### src/rtl/rtc_irq_pkg.sv
// Shared constants for the interrupt status register.
// Assumes source index order update=0, alarm=1, periodic=2,
// which maps onto status bits 4, 5 and 6.
package rtc_irq_pkg;
    localparam int NSRC      = 3;
    localparam int STAT_W    = 8;
    localparam int FLAG_LSB  = 4;
    localparam int REQ_BIT   = STAT_W - 1;

    typedef enum int {
        SRC_UPD = 0,
        SRC_ALM = 1,
        SRC_PER = 2
    } src_e;
endpackage

### src/rtl/rtc_irq_src.sv
// One sticky flag together with its pending-event holder.
// Assumes rd and rd_q are never both 1 (reads are at least two cycles apart).
module rtc_irq_src (
    input  logic clk,
    input  logic rst_n,
    input  logic evt,
    input  logic rd,
    input  logic rd_q,
    output logic flag
);
    logic pend_q;

    // Set the flag on events, defer events during a read, clear and merge afterwards.
    always_ff @(posedge clk) begin
        if (!rst_n) begin
            flag   <= 1'b0;
            pend_q <= 1'b0;
        end else if (rd_q) begin
            flag   <= pend_q | evt;
            pend_q <= 1'b0;
        end else if (rd) begin
            pend_q <= pend_q | evt;
        end else begin
            flag   <= flag | evt;
        end
    end
endmodule

### src/rtl/rtc_irq_enables.sv
// Holds the per-source interrupt enables.
// A rising set bit clears the update enable and wins over a load in the same cycle.
module rtc_irq_enables
    import rtc_irq_pkg::*;
(
    input  logic            clk,
    input  logic            rst_n,
    input  logic            cfg_wr,
    input  logic [NSRC-1:0] en_in,
    input  logic            set_bit,
    output logic [NSRC-1:0] en_q
);
    logic set_q;
    logic set_rise;

    assign set_rise = set_bit & ~set_q;

    // Remember the previous set bit level so its rising edge can be seen.
    always_ff @(posedge clk) begin
        if (!rst_n) set_q <= 1'b0;
        else        set_q <= set_bit;
    end

    // Load the enables on a write; a rising set bit forces the update enable off.
    always_ff @(posedge clk) begin
        if (!rst_n) begin
            en_q <= '0;
        end else begin
            if (cfg_wr) en_q <= en_in;
            if (set_rise) en_q[SRC_UPD] <= 1'b0;
        end
    end
endmodule

### src/rtl/rtc_irq_status.sv
// Top of the clear-on-read interrupt status register.
// Captures the byte on the read strobe edge and clears the flags one edge later.
// Assumes read strobes are one cycle long with an idle cycle between them.
module rtc_irq_status
    import rtc_irq_pkg::*;
(
    input  logic              clk,
    input  logic              rst_n,
    input  logic              evt_periodic,
    input  logic              evt_alarm,
    input  logic              evt_update,
    input  logic              cfg_wr,
    input  logic              en_periodic,
    input  logic              en_alarm,
    input  logic              en_update,
    input  logic              set_bit,
    input  logic              rd_stb,
    output logic [STAT_W-1:0] status,
    output logic              irq_n
);
    logic [NSRC-1:0]   evt_vec;
    logic [NSRC-1:0]   en_vec;
    logic [NSRC-1:0]   en_q;
    logic [NSRC-1:0]   flag_q;
    logic              rd_q;
    logic              req;
    logic [STAT_W-1:0] byte_now;

    assign evt_vec[SRC_UPD] = evt_update;
    assign evt_vec[SRC_ALM] = evt_alarm;
    assign evt_vec[SRC_PER] = evt_periodic;
    assign en_vec[SRC_UPD]  = en_update;
    assign en_vec[SRC_ALM]  = en_alarm;
    assign en_vec[SRC_PER]  = en_periodic;

    genvar gi;
    generate
        for (gi = 0; gi < NSRC; gi++) begin : g_src
            rtc_irq_src u_src (
                .clk   (clk),
                .rst_n (rst_n),
                .evt   (evt_vec[gi]),
                .rd    (rd_stb),
                .rd_q  (rd_q),
                .flag  (flag_q[gi])
            );
        end
    endgenerate

    rtc_irq_enables u_en (
        .clk     (clk),
        .rst_n   (rst_n),
        .cfg_wr  (cfg_wr),
        .en_in   (en_vec),
        .set_bit (set_bit),
        .en_q    (en_q)
    );

    assign req   = |(flag_q & en_q);
    assign irq_n = ~req;

    // Assemble the live status byte from the flags and the request bit.
    always_comb begin
        byte_now          = '0;
        byte_now[REQ_BIT] = req;
        for (int i = 0; i < NSRC; i++) byte_now[FLAG_LSB + i] = flag_q[i];
    end

    // Track the clearing cycle and capture the byte on a read strobe.
    always_ff @(posedge clk) begin
        if (!rst_n) begin
            rd_q   <= 1'b0;
            status <= '0;
        end else begin
            rd_q <= rd_stb;
            if (rd_stb) status <= byte_now;
        end
    end
endmodule

### config.mk
export PLATFORM = sky130hd
export DESIGN_NAME = rtc_irq_status
export DESIGN_NICKNAME = d
export VERILOG_FILES = /design/src/rtl/rtc_irq_pkg.sv /design/src/rtl/rtc_irq_src.sv /design/src/rtl/rtc_irq_enables.sv /design/src/rtl/rtc_irq_status.sv
export SDC_FILE = /design/constraint.sdc
export NUM_CORES = 1
export LEC_CHECK = 0
export ABC_AREA = 1
export BUFFER_PORTS_ARGS = -buffer_cell sky130_fd_sc_hd__clkbuf_2
export CAP_MARGIN = 20
export CORE_UTILIZATION = 47
export CTS_CLUSTER_DIAMETER = 80
export DETAILED_ROUTE_END_ITERATION = 16
export PLACE_DENSITY_LB_ADDON = 0.08
export RECOVER_POWER = 25
export SLEW_MARGIN = 25
export SYNTH_ARGS = -nofsm -noshare
export SYNTH_HDL_FRONTEND = slang
export SYNTH_SLANG_ARGS = --single-unit
### constraint.sdc
create_clock -name clk -period 0.8 [get_ports clk]
set_input_delay 0 -clock clk [delete_from_list [all_inputs] [get_ports clk]]
set_output_delay 0 -clock clk [all_outputs]
set_load 0.05 [all_outputs]
==> results.sh, run 1 <==
export IMPL_crit_path_max_incr_delay_ns=0.34
export IMPL_worstHoldPathType="input pin to flop"
export IMPL_tritoncts="built"
export IMPL_cp_max_fo=2
export IMPL_die_w_um=38.56
export IMPL_cts_sinks=15
export IMPL_cp_start_kind="flop"
export IMPL_rsz0062_at_grt="yes"
export IMPL_cts_buffers=3
export IMPL_powerDensity_nw_per_um2=1841
export IMPL_gp_congestion=0.8364
export IMPL_final_common_cell="nand2_1"
export IMPL_r2r_end="status[7]"
export IMPL_final_util=0.7682
export IMPL_io_buffers=15
export IMPL_slew_violations=0
export IMPL_finalSetupTns_ns=-0.1983
export IMPL_fillerInstances=89
export IMPL_drtPass1Iterations=4
export IMPL_clockBufferDepth=2
export IMPL_finalWirelength_um=1302
export IMPL_worst_pin_slew_ns=0.6370
export IMPL_overflow=0
export IMPL_n_antenna_cell=0
export IMPL_cpLargestDelayFamily="flip-flops"
export IMPL_dp_hpwl_um=764.8
export IMPL_antenna_found_initial=0
export IMPL_holdPathStages=3
export IMPL_fp_dieArea_um2=1486
export IMPL_endpoint_kind="primary output"
export IMPL_worst_path_stages=4
export IMPL_die_h_um=38.56
export IMPL_yosysSeqAreaShare=0.4781
export IMPL_drive_gt1_frac=0.4234
export IMPL_pin_count=20
export IMPL_slew_headroom=0.5753
export IMPL_r2r_cells=5
export IMPL_crit_required_ns=0.80
export IMPL_rows=12
export IMPL_clk_pin_slew_ns=0.09
export IMPL_crit_arrival_ns=0.98
export IMPL_r2r_start="u_en.en_q[2]"
export IMPL_fin_crit_ns=0.9758
export IMPL_wl_per_cell_um=10.42
export IMPL_syn2layout_area_growth_pct=43.23
export IMPL_fmax_ghz=1.025
export IMPL_core_area_um2=1171
export IMPL_peakVddDrop_mv=1.562
export IMPL_clock_skew_final_ns=0.0002034
export IMPL_cap_violations=0
export IMPL_fin_ws_ns=-0.1758
export IMPL_syn_area_per_cell_um2=7.477
export IMPL_dr_first_iter_drc_count=11
export IMPL_cp_slowest_cell="dfxtp_2"
export IMPL_path_cells="nand2_2 -> nand3_2 -> inv_2 -> buf_8"
export IMPL_grt_pass1_vias=488
export IMPL_route_detailed_drc=0
export IMPL_viasPerCell=4.744
export IMPL_via_count=593
export IMPL_hold_violations=0
export IMPL_ant_nets=0
export IMPL_ys_seq_elements=15
export IMPL_ys_warn_count=0
export IMPL_regToRegSetupSlack_ns=-0.02
export IMPL_cts_max_level=1
export IMPL_syn_cell_area_um2=628.1
export IMPL_fin_nets=123
export IMPL_path_class="flop to primary output"
export IMPL_syn_instance_count=84
export IMPL_violations="negative setup slack"
export IMPL_clk_latency_ns=0.28
export IMPL_grt_start_max_net_pins=14
export IMPL_leakage_nw=0.4423
export IMPL_track_usage=0.1998
export IMPL_path_buf_inv=2
export IMPL_final_cell_mix="nand2_1 (19), inv_1 (11), dfxtp_2 (10)"
export IMPL_status="finished with violations"
export IMPL_grt_pass1_wl_um=2001
export IMPL_min_period_over_period=1.220
export IMPL_yosys_cell_types_count=14
export IMPL_hold_start="rst_n"
export IMPL_cts_root_buf="clkbuf_4"
export IMPL_start_util=0.5363
export IMPL_setup_violations=2
export IMPL_min_to="status[5]"
==> through the flow <==
step                      std cells  power [mW]  cell area (um^2)  hold slack (ns)  worst slack (ns)
after floorplan                  87       1.078             644.4          0.09763           0.05787
after global placement          110       1.122             688.2           0.1983           0.02874
after detailed placement        110       1.125             688.2           0.2040           0.02742
after CTS                       125       1.628             865.8          0.07302           -0.1976
after global routing            125       1.738             899.6          0.09514           -0.2208
final                           125       1.656             899.6          0.08955           -0.1758
==> kinds of logic after synthesis <==
kind of cell	share of synthesized area
compound gates	0.1594
buf+inv	0.1614
flops	0.4781
other cells	0.005970
simple gates	0.1952
==> how the worst max path moves through the flow <==
stage                             start  endpoint  slack [ns]
finish                     u_en.en_q[2]     irq_n       -0.18
global placement           u_en.en_q[2]     irq_n        0.03
floorplan                  u_en.en_q[1]     irq_n        0.06
detailed placement         u_en.en_q[2]     irq_n        0.03
global route               u_en.en_q[2]     irq_n       -0.22
CTS                 g_src[0].u_src.flag     irq_n       -0.20
==> Yosys cell counts <==
library cell,count,area share
nand3_1,1,0.0080
a21oi_2,2,0.028
buf_6,1,0.018
o21ai_2,2,0.028
nand2_2,2,0.020
a21oi_1,8,0.064
inv_2,2,0.012
nand2_1,22,0.13
conb_1,1,0.0060
nor2_1,6,0.036
buf_4,5,0.060
o21ai_1,5,0.040
dfxtp_1,15,0.48
inv_1,12,0.072
==> tightest hold or removal path: cells and delay by family <==
| family | cells | cell delay, ns |
|---|---|---|
| buffers and inverters | 1 | 0.20 |
| AOI/OAI and AO/OA | 2 | 0.14 |
==> power by group <==
group	total (mW)	internal (mW)	switching [mW]
clock	0.432	0.194	0.238
combinational	0.389	0.156	0.234
sequential	0.835	0.804	0.0309
==> layer usage <==
layer	vias to the layer above	part of all wire	GRT usage
met1	272	0.43	0.2266
met5	-	0	0
li1	302	-	-
met4	0	0.0054	0.1034
met3	2	0.046	0.05233
met2	17	0.51	0.3375
==> cell type report <==
cell class              count  area, um^2  area share
clock buffers               4       26.28     0.02921
inverters                  14       52.55     0.05841
multi-input cells          52       264.0      0.2935
flip-flops and latches     15       312.8      0.3477
well taps                  14       17.52     0.01947
repair buffers             26       226.5      0.2517
==> sequential cells by signal (all words and copies together) (netlist names) <==
name                flops
u_en.en_q               3
g_src.u_src.pend_q      3
status                  4
u_en.set_q              1
rd_q                    1
g_src.u_src.flag        3
==> repair_timing <==
action                                  in CTS  in global routing
endpoints found under the hold margin       10                  0
resized for setup                           14                 16
buffers inserted                             3                  0
hold buffers                                 8                  0
pin swaps                                    3                  2
endpoints found under the setup margin       6                  9
Note: power is estimated with default switching activity, not from simulation.
==> inputs of run 2 (changes only) <==
CORE_AREA = 2 2 39 41   (was unset)
CORE_UTILIZATION = unset   (was 47)
DIE_AREA = 0 0 41 43   (was unset)
SETUP_SLACK_MARGIN = 0.02   (was unset)
clock period = 1.2 ns   (was 0.8 ns; I/O delays follow)
==> run 2 against run 1 <==
- the flow finishes with violations (negative hold slack)
- register-to-register slack improved by 0.43 ns
- sequential share of layout area is 3.3 points higher
- critical path type is now input pin to flop
- count of clock-buffer cells in the layout did not move
- sequential power is 35% lower
- critical path depth rose by 1
- routed wire length decreased by 15%
- flip-flop and latch count did not move
==> results.sh, run 2 (synthesis results as in run 1) <==
export IMPL_track_usage=0.1570
export IMPL_clk_latency_ns=0.28
export IMPL_clock_skew_final_ns=0.003238
export IMPL_peakVddDrop_mv=0.6104
export IMPL_tritoncts="built"
export IMPL_cts_max_level=1
export IMPL_io_buffers=15
export IMPL_worst_pin_slew_ns=0.6201
export IMPL_cts_sinks=15
export IMPL_fillerInstances=141
export IMPL_slew_headroom=0.5866
export IMPL_route_detailed_drc=0
export IMPL_overflow=0
export IMPL_regArea_um2=300.3
export IMPL_grt_start_max_net_pins=14
export IMPL_cts_buffers=3
export IMPL_finalSetupTns_ns=0
export IMPL_syn2layout_area_growth_pct=25.50
export IMPL_crit_arrival_ns=1.33
export IMPL_gp_congestion=0.8570
export IMPL_cp_max_fo=1
export IMPL_worstHoldPathType="input pin to flop"
export IMPL_status="finished with violations"
export IMPL_wl_per_cell_um=8.976
export IMPL_cap_violations=0
export IMPL_crit_required_ns=1.42
export IMPL_dr_first_iter_drc_count=2
export IMPL_fmax_ghz=0.9058
export IMPL_multiInputGateArea_um2=236.5
export IMPL_path_common_cell="dlygate4sd3_1"
export IMPL_dp_hpwl_um=774.8
export IMPL_final_cells=124
export IMPL_finalWirelength_um=1113
export IMPL_clk_pin_slew_ns=0.08
export IMPL_powerDensity_nw_per_um2=1323
export IMPL_placedCellCount=112
export IMPL_endpoint_kind="flop"
export IMPL_viasPerCell=4.226
export IMPL_n_antenna_cell=0
export IMPL_hold_ws_ns=-0.001479
export IMPL_cp_slowest_cell="dlygate4sd3_1"
export IMPL_rsz0062_at_grt="no"
export IMPL_core_area_um2=1384
export IMPL_antenna_found_initial=0
export IMPL_cp_start_kind="input pin"
export IMPL_hold_violations=1
export IMPL_setup_violations=0
export IMPL_cts_root_buf="clkbuf_4"
export IMPL_violations="negative hold slack"
export IMPL_drtPass1Iterations=4
export IMPL_final_cell_mix="nand2_1 (22), dfxtp_1 (15), inv_1 (12), clkbuf_2 (12)"
export IMPL_grt_pass1_wl_um=1849
export IMPL_crit_path_max_incr_delay_ns=0.54
export IMPL_fin_crit_ns=1.104
export IMPL_regToRegSetupSlack_ns=0.41
export IMPL_path_cells="dlygate4sd3_1 -> clkbuf_2 -> nand2_1 -> dlygate4sd3_1 -> a21oi_1"
export IMPL_largest_register="status"
export IMPL_clockBufferDepth=2
export IMPL_fp_dieArea_um2=1763
export IMPL_start_util=0.4539
export IMPL_leakage_nw=0.3941
export IMPL_rows=14
export IMPL_via_count=524
export IMPL_cts_setup_buffers=0
export IMPL_die_w_um=41
export IMPL_largest_register_ffs=4
export IMPL_drive_gt1_frac=0.2222
export IMPL_ant_nets=0
export IMPL_pin_count=20
export IMPL_final_common_cell="nand2_1"
export IMPL_path_class="input pin to flop"
export IMPL_grt_pass1_vias=461
export IMPL_die_h_um=43
export IMPL_slew_violations=0
export IMPL_fin_nets=120
export IMPL_min_period_over_period=0.9200
==> run 2: cell types whose count changed in the layout (fill, tap and decap cells not counted), sizes merged <==
cell	previous run	this run
clkbuf	14	18
buf	8	1
==> run 2: where the power goes <==
| group | leakage, nW | switching (mW) | total, mW | internal [mW] |
|---|---|---|---|---|
| clock | 0.0150 | 0.161 | 0.291 | 0.129 |
| sequential | 0.124 | 0.0153 | 0.546 | 0.531 |
| combinational | 0.255 | 0.140 | 0.206 | 0.0662 |
==> run 2: area by class of cell <==
type,instances,share of cell area
sequential,15,0.3810
timing repair buffer,23,0.1937
inverter,14,0.06667
clock buffer,4,0.03333
multi-input combinational,52,0.3000
tap,16,0.02540
==> run 2: repair_timing <==
item                                    4_1_cts  5_1_grt
gates resized for setup                       0        2
endpoints found under the setup margin        0        2
hold buffers                                  9        0
endpoints found under the hold margin        10        0
==> run 2: per-stage QoR <==
| step | area [um^2] | utilization | worst slack (ns) | total power [mW] | hold slack [ns] |
|---|---|---|---|---|---|
| after CTS | 802.0 | 0.5796 | 0.06722 | 1.062 | 0.007692 |
| final | 788.3 | 0.5696 | 0.09596 | 1.043 | -0.001479 |
| after detailed placement | 685.7 | 0.4955 | 0.4232 | 0.7482 | 0.2016 |
| after floorplan | 639.4 | - | 0.3033 | 0.7163 | 0.09763 |
| after global placement | 685.7 | 0.4955 | 0.4362 | 0.7468 | 0.1989 |
| after global routing | 788.3 | 0.5696 | 0.02800 | 1.097 | 0.06750 |
==> run 2: worst max-delay path, delay by kind of cell <==
kind            cells  cell delay, ns
simple gates        1            0.04
compound gates      1            0.13
buf+inv             3            1.15
==> run 2: routing by layer <==
metal	global-route usage	vias up	share of wire
met5	0	-	0
met4	0.1000	0	0.022
met3	0.03141	3	0.050
met2	0.2344	16	0.45
met1	0.1954	209	0.47
li1	-	296	-
==> run 2: final timing paths <==
check                     endpoint  cells after the start                   from
min                   u_en.en_q[1]                      3                 cfg_wr
max reg2reg    g_src[0].u_src.flag                      4                   rd_q
max                   u_en.en_q[0]                      5              en_update
min reg2reg  g_src[1].u_src.pend_q                      2  g_src[1].u_src.pend_q
==> inputs of run 3 (changes only) <==
CAP_MARGIN = 10   (was 20)
RECOVER_POWER = unset   (was 25)
==> run 3 against run 2 <==
- register-to-register slack hardly changed
- sequential power hardly changed
- sequential share of layout area is 0.30 points lower
- final cell count stayed put
- routed wire length stayed put
- final area is 0.79% higher
- count of clock-buffer cells in the layout stayed put
- highest routed layer unchanged
- global-route usage stayed put
- the flow now finishes without violations
- hold slack better by 0.0079 ns
==> results.sh, run 3 (synthesis results as in run 1) <==
export IMPL_overflow=0
export IMPL_gp_congestion=0.8570
export IMPL_fp_dieArea_um2=1763
export IMPL_finalSetupTns_ns=0
export IMPL_n_antenna_cell=0
export IMPL_cp_slowest_cell="dlygate4sd3_1"
export IMPL_core_area_um2=1384
export IMPL_antenna_found_initial=0
export IMPL_cp_max_fo=1
export IMPL_final_cell_mix="nand2_1 (22), dfxtp_1 (15), clkbuf_2 (14)"
export IMPL_path_common_cell="dlygate4sd3_1"
export IMPL_rows=14
export IMPL_pin_count=20
export IMPL_fmax_ghz=0.9011
export IMPL_start_util=0.4539
export IMPL_cp_start_kind="input pin"
export IMPL_final_common_cell="nand2_1"
export IMPL_cts_sinks=15
export IMPL_finalWirelength_um=1113
export IMPL_rsz0062_at_grt="no"
export IMPL_path_cells="dlygate4sd3_1 -> clkbuf_2 -> nand2_1 -> dlygate4sd3_1 -> a21oi_1"
export IMPL_grt_pass1_wl_um=1849
export IMPL_powerDensity_nw_per_um2=1315
export IMPL_path_buf_inv=3
export IMPL_fin_nets=120
export IMPL_syn2layout_area_growth_pct=26.49
export IMPL_min_period_over_period=0.9248
export IMPL_clockBufferDepth=2
export IMPL_drtPass1Iterations=4
export IMPL_wl_per_cell_um=8.976
export IMPL_fin_crit_ns=1.110
export IMPL_leakage_nw=0.4010
export IMPL_cpLargestDelayFamily="buffers and inverters"
export IMPL_via_count=531
export IMPL_clk_latency_ns=0.28
export IMPL_die_h_um=43
export IMPL_grt_start_max_net_pins=14
export IMPL_ant_nets=0
export IMPL_grt_pass1_vias=461
export IMPL_p_total_mw=1.045
export IMPL_slew_violations=0
export IMPL_clock_skew_final_ns=0.003270
export IMPL_peakVddDrop_mv=0.6101
export IMPL_largest_register_ffs=4
export IMPL_endpoint_kind="flop"
export IMPL_cap_violations=0
export IMPL_dp_hpwl_um=774.8
export IMPL_crit_arrival_ns=1.33
export IMPL_crit_path_max_incr_delay_ns=0.54
export IMPL_crit_required_ns=1.42
export IMPL_route_detailed_drc=0
export IMPL_io_buffers=15
export IMPL_status="finished clean"
export IMPL_setup_violations=0
export IMPL_clk_pin_slew_ns=0.08
export IMPL_cts_max_level=1
export IMPL_tritoncts="built"
export IMPL_cts_buffers=3
export IMPL_cts_root_buf="clkbuf_4"
export IMPL_path_class="input pin to flop"
export IMPL_drive_gt1_frac=0.2500
export IMPL_viasPerCell=4.282
export IMPL_hold_violations=0
export IMPL_dr_first_iter_drc_count=3
export IMPL_worstHoldPathType="input pin to flop"
export IMPL_die_w_um=41
export IMPL_track_usage=0.1570
export IMPL_largest_register="status"
-- run 3: cell counts in the layout (fill, tap and decap cells not counted) --
No cell type changed its count.
-- run 3: timing repair --
item | CTS | global route
setup endpoints to repair | 0 | 2
setup buffers | 0 | 0
hold buffers | 9 | 0
endpoints found under the hold margin | 10 | 0
gates resized for setup | 0 | 2
-- run 3: final timing paths --
path	startpoint	endpoint	slack, ns	cells past startpoint
max	en_update	u_en.en_q[0]	0.09	5
min	cfg_wr	u_en.en_q[1]	0.006	3
max reg2reg	rd_q	g_src[0].u_src.flag	0.41	4
min reg2reg	g_src[1].u_src.pend_q	g_src[1].u_src.pend_q	0.47	2
-- run 3: cell type report --
cell class                      instances  area (um^2)
Inverter                               14        52.55
Multi-Input combinational cell         52        240.2
Clock buffer                            4        26.28
Fill cell                             137        589.3
Timing Repair Buffer                   23        155.1
Sequential cell                        15        300.3
Tap cell                               16        20.02
-- run 3: report_power, final --
group          internal, mW  switching [mW]  leakage (nW)
logic                0.0682           0.141         0.262
clock network         0.129           0.160        0.0150
registers             0.531          0.0161         0.124
-- run 3: metal layers --
metal	track usage	wire, um	vias up
li1	-	-	297
met1	0.1954	535	215
met2	0.2344	503	17
met3	0.03141	56	2
met4	0.1000	17	0
met5	0	0	-
-- run 3: metrics by stage --
| stage | setup WS (ns) | hold slack, ns | area (um^2) | utilization | std cells |
|---|---|---|---|---|---|
| global route | 0.02795 | 0.03688 | 794.5 | 0.5741 | 124 |
| CTS | 0.06722 | 0.007692 | 802.0 | 0.5796 | 125 |
| global placement | 0.4362 | 0.1989 | 685.7 | 0.4955 | 112 |
| detailed placement | 0.4232 | 0.2016 | 685.7 | 0.4955 | 112 |
| finish | 0.09026 | 0.006377 | 794.5 | 0.5741 | 124 |
| floorplan | 0.3033 | 0.09763 | 639.4 | - | 87 |
-- run 3: worst min-delay path: cells and delay by family --
kind                   cells  cell delay, ns
and+or+nand+nor            1            0.07
AOI/OAI and AO/OA          1            0.07
buffers and inverters      1            0.11
